==> config.mk <==
export PLATFORM = sky130hd
export DESIGN_NAME = imm_prefix_ext
export DESIGN_NICKNAME = d
export VERILOG_FILES = /design/src/rtl/ipx_pkg.sv /design/src/rtl/ipx_rst_sync.sv /design/src/rtl/ipx_field.sv /design/src/rtl/ipx_ctrl.sv /design/src/rtl/ipx_hold_reg.sv /design/src/rtl/imm_prefix_ext.sv
export SDC_FILE = /design/constraint.sdc
export NUM_CORES = 1
export LEC_CHECK = 0
export BUFFER_PORTS_ARGS = -buffer_cell sky130_fd_sc_hd__buf_2
export CAP_MARGIN = 20
export CORE_ASPECT_RATIO = 0.9
export CORE_MARGIN = 2
export CORE_UTILIZATION = 45
export CTS_CLUSTER_SIZE = 30
export DETAILED_ROUTE_END_ITERATION = 6
export GPL_TIMING_DRIVEN = 0
export PLACE_DENSITY = 0.91
export SLEW_MARGIN = 25
export SYNTH_ARGS = -nofsm -noshare
export SYNTH_HDL_FRONTEND = slang
export SYNTH_HIERARCHICAL = 1
export SYNTH_SLANG_ARGS = --single-unit
export TNS_END_PERCENT = 50
==> constraint.sdc <==
create_clock -name clk -period 1.39 [get_ports clk]
set_input_delay 0.139 -clock clk [delete_from_list [all_inputs] [get_ports clk]]
set_output_delay 0.139 -clock clk [all_outputs]
set_load 0.02 [all_outputs]
==> src/rtl/ipx_pkg.sv <==
package ipx_pkg;
  typedef enum logic [1:0] {
    IPX_HOLD    = 2'd0,
    IPX_CLEAR   = 2'd1,
    IPX_LOAD    = 2'd2,
    IPX_CONSUME = 2'd3
  } ipx_op_e;
endpackage

==> src/rtl/ipx_rst_sync.sv <==
module ipx_rst_sync #(
  parameter int STAGES = 2
) (
  input  logic clk,
  input  logic rst_n,
  output logic rst_q_n
);
  logic [STAGES-1:0] sync_q;

  always_ff @(posedge clk or negedge rst_n) begin
    if (!rst_n) sync_q <= '0;
    else        sync_q <= {sync_q[STAGES-2:0], 1'b1};
  end

  assign rst_q_n = sync_q[STAGES-1];
endmodule

==> src/rtl/ipx_field.sv <==
module ipx_field #(
  parameter int FW = 17,
  parameter int OW = 20
) (
  input  logic [FW-1:0] fld,
  output logic [OW-1:0] ext
);
  generate
    if (OW > FW) begin : g_sext
      assign ext = {{(OW-FW){fld[FW-1]}}, fld};
    end else begin : g_trunc
      assign ext = fld[OW-1:0];
    end
  endgenerate
endmodule

==> src/rtl/ipx_ctrl.sv <==
module ipx_ctrl
  import ipx_pkg::*;
#(
  parameter int HI_W = 20
) (
  input  logic            clr,
  input  logic            pfx,
  input  logic            cns,
  input  logic [HI_W-1:0] ext,
  output logic            en,
  output logic [HI_W-1:0] d
);
  ipx_op_e op;

  // clear outranks prefix, prefix outranks consume
  always_comb begin
    if (clr)      op = IPX_CLEAR;
    else if (pfx) op = IPX_LOAD;
    else if (cns) op = IPX_CONSUME;
    else          op = IPX_HOLD;
  end

  always_comb begin
    en = 1'b1;
    d  = '0;
    unique case (op)
      IPX_HOLD: en = 1'b0;
      IPX_LOAD: d  = ext;
      default:  d  = '0;
    endcase
  end
endmodule

==> src/rtl/ipx_hold_reg.sv <==
module ipx_hold_reg #(
  parameter int W = 20
) (
  input  logic         clk,
  input  logic         rst_n,
  input  logic         en,
  input  logic [W-1:0] d,
  output logic [W-1:0] q
);
  always_ff @(posedge clk or negedge rst_n) begin
    if (!rst_n)  q <= '0;
    else if (en) q <= d;
  end
endmodule

==> src/rtl/imm_prefix_ext.sv <==
module imm_prefix_ext #(
  parameter int DATA_W  = 32,
  parameter int IMM_W   = 12,
  parameter int PFX_W   = 17,
  parameter int SYNC_ST = 2
) (
  input  logic                    clk,
  input  logic                    rst_n,
  input  logic                    kx_clr,
  input  logic                    pfx_strb,
  input  logic                    imm_strb,
  input  logic [IMM_W+PFX_W-1:0]  instr,
  output logic [DATA_W-1:0]       opnd
);
  localparam int HI_W   = DATA_W - IMM_W;
  localparam int PFX_LO = IMM_W;
  localparam int PFX_HI = IMM_W + PFX_W - 1;

  logic            rst_q_n;
  logic [HI_W-1:0] pfx_ext;
  logic [HI_W-1:0] hi_d;
  logic [HI_W-1:0] hi_q;
  logic            hi_en;

  ipx_rst_sync #(.STAGES(SYNC_ST)) u_rst (
    .clk     (clk),
    .rst_n   (rst_n),
    .rst_q_n (rst_q_n)
  );

  ipx_field #(.FW(PFX_W), .OW(HI_W)) u_field (
    .fld (instr[PFX_HI:PFX_LO]),
    .ext (pfx_ext)
  );

  ipx_ctrl #(.HI_W(HI_W)) u_ctrl (
    .clr (kx_clr),
    .pfx (pfx_strb),
    .cns (imm_strb),
    .ext (pfx_ext),
    .en  (hi_en),
    .d   (hi_d)
  );

  ipx_hold_reg #(.W(HI_W)) u_reg (
    .clk   (clk),
    .rst_n (rst_q_n),
    .en    (hi_en),
    .d     (hi_d),
    .q     (hi_q)
  );

  assign opnd = {hi_q, instr[IMM_W-1:0]};
endmodule

==> metrics <==
fin crit period=1020 ps; DR WL/cell=13.8 um; post-CTS resize count=0; register area share after synthesis=41.7%; worst r2r path cells=0; crit path max fanout=2; CTS root buf=clkbuf_4; TNS Setup=0 ps; total CTS buffers=3; Skew-Pair Late Insertion Delay=300 ps; cell family with most CP delay=flip-flops; Die ar.=3390 sq um; overall routed net length=2.53 mm; RSZ-0062 raised after global routing=false; Post-Place Cells=178; WS Path Type=flop to output port; Gate Count Post-Synth=102; first-pass GRT wire length=3.82 mm; die extent in x=61.1 um; type of the tightest min-delay check=input port to async pin; Register Area=551 sq um; fin worst setup slack=369 ps; f_max=980 MHz; GRT Overall Usage=14.9%; count of cell types in the netlist=8; Setup WS pre-CTS=114 ps; synth top area cells=dfrtp_1 (42%), mux2_4 (23%), buf_4 (19%); final setup vio count=0; Worst Tran Pin Value=792 ps; CP max stage delay=410 ps; clk buf depth=2; Slowest cell on crit path=dfrtp_1; Net Count, Synth=136; leakage=1.00 nW; TritonCTS clock tree=yes; Crit path depth=1; initial DRC count=11; crit path to=opnd[22]; number of antenna violations at the first check in global routing=0; DR vias=829; largest net degree at the start of global routing=21; Mapped Avg Cell Area=13.0 sq um; CTS H-tree lvls=1; R2R Path Start=u_rst/sync_q[1]; HPWL after detailed placement=2.03 mm; # hold bufs at CTS=1; Residual DRC=0; count of antenna-violating nets left after detailed routing=0; Startpoint Class=flop; crit-path cells=buf_2; Area growth, synth to finish=22.2%; diode count=0; # fillers=264; status=completed; CP bufs+invs=1; Final Hold Fails=0; mapped cell area=1320 sq um; post-synthesis sequential element count=22; commonest non-fill, non-tap cell in the layout=buf_2; Pins Over Slew Limit=0; total gr overflow=0; VDD IR max=0.392 mV; reg2reg setup slack=560 ps; hold slack final=121 ps; Initial Util=47.7%; most frequent cells in the layout=buf_2 (39), buf_4 (33), dfrtp_1 (22); Setup Skew=6.68 ps; GPL Wtd Cong=0.614; core area=2770 sq um; Layout Nets=178; num rows=18; Crit. End Element=output port; Final Cycle Share=73.4%; Cell Pwr Density=911 nW/um^2; max_cap viols=0; layout cells sized above 1=68.5%; postcts setup bufs=0; r2r endpoint=u_reg/q[17]; Die H=55.4 um; worst endpoint data arrival time=880 ps; DR vias/cell=4.53; fin cells=183; vias in the first global route=835; I/O Buffers=36; Top Ports=66; Yosys top cell area share=41.7%; worst rel slew slack=47.2%; first drt pass iteration count=3; clock-pin slew on the worst setup and hold paths=120 ps; Synth area leader=dfrtp_1; WP data required=1250 ps; multi-input logic area=485 sq um; yosys warns=6; critical path launch point=u_reg/q[10]; TritonCTS sink count=22
how the worst min path moves through the flow:
| stage | start | end | slack [ps] | cells after the start |
|---|---|---|---|---|
| 2_1_floorplan | rst_n | u_rst/sync_q[0] | -160 | 0 |
| 3_3_place_gp | rst_n | u_rst/sync_q[0] | -70 | 1 |
| 3_5_place_dp | rst_n | u_rst/sync_q[1] | -70 | 1 |
| 4_1_cts | rst_n | u_rst/sync_q[0] | 110 | 2 |
| 5_1_grt | rst_n | u_rst/sync_q[0] | 120 | 2 |
| 6_report | rst_n | u_rst/sync_q[1] | 120 | 2 |
layer usage:
layer  routed length (um)  part of all wire (%)  track usage [%]
met5                    0                     0                0
met1                 1050                    42             18.2
met3                  140                   5.5             1.41
met4                   19                  0.75             5.59
met2                 1320                    52             26.1
power breakdown:
| group | internal, mW | switching (mW) | total (mW) |
|---|---|---|---|
| Clock | 0.291 | 0.191 | 0.482 |
| Combinational | 0.162 | 0.129 | 0.291 |
| Sequential | 0.670 | 0.0268 | 0.697 |
| Total | 1.12 | 0.347 | 1.47 |
synth_stat cells, drive strengths merged:
cell / n
dfrtp: 22
mux2: 20
buf: 38
or3: 1
and3b: 20
conb: 1
cell families (layout without fill, tap and decap cells):
group                  count (synthesis)  count (layout)  synth area share, %
buffers and inverters                 38              79                 21.6
DFF                                   22              22                 41.7
and+or+nand+nor                       21              21                 13.7
muxes                                 20              20                 22.7
other                                  1               1                0.284
through the flow:
| step | power [mW] | utilization (%) | area (sq um) |
|---|---|---|---|
| 6_report | 1.47 | 58.3 | 1610 |
| 5_1_grt | 1.53 | 58.3 | 1610 |
| 4_1_cts | 1.49 | 58.3 | 1610 |
| 3_5_place_dp | 1.00 | 56.0 | 1550 |
| 3_3_place_gp | 0.991 | 56.0 | 1550 |
| 2_1_floorplan | 0.925 | - | 1320 |
final cells by class:
type | instances | area share (%)
timing repair buffer | 37 | 11.8
sequential | 22 | 34.1
multi-input combinational | 42 | 30.1
buffer | 38 | 17.7
clock buffer | 3 | 1.40
tap | 40 | 3.10
clock inverter | 1 | 1.86
registers in the layout, summed over array words and instances, names as in the netlist:
name          count
u_rst/sync_q      2
u_reg/q          20
No activity file was read; power rests on OpenSTA's default activity.
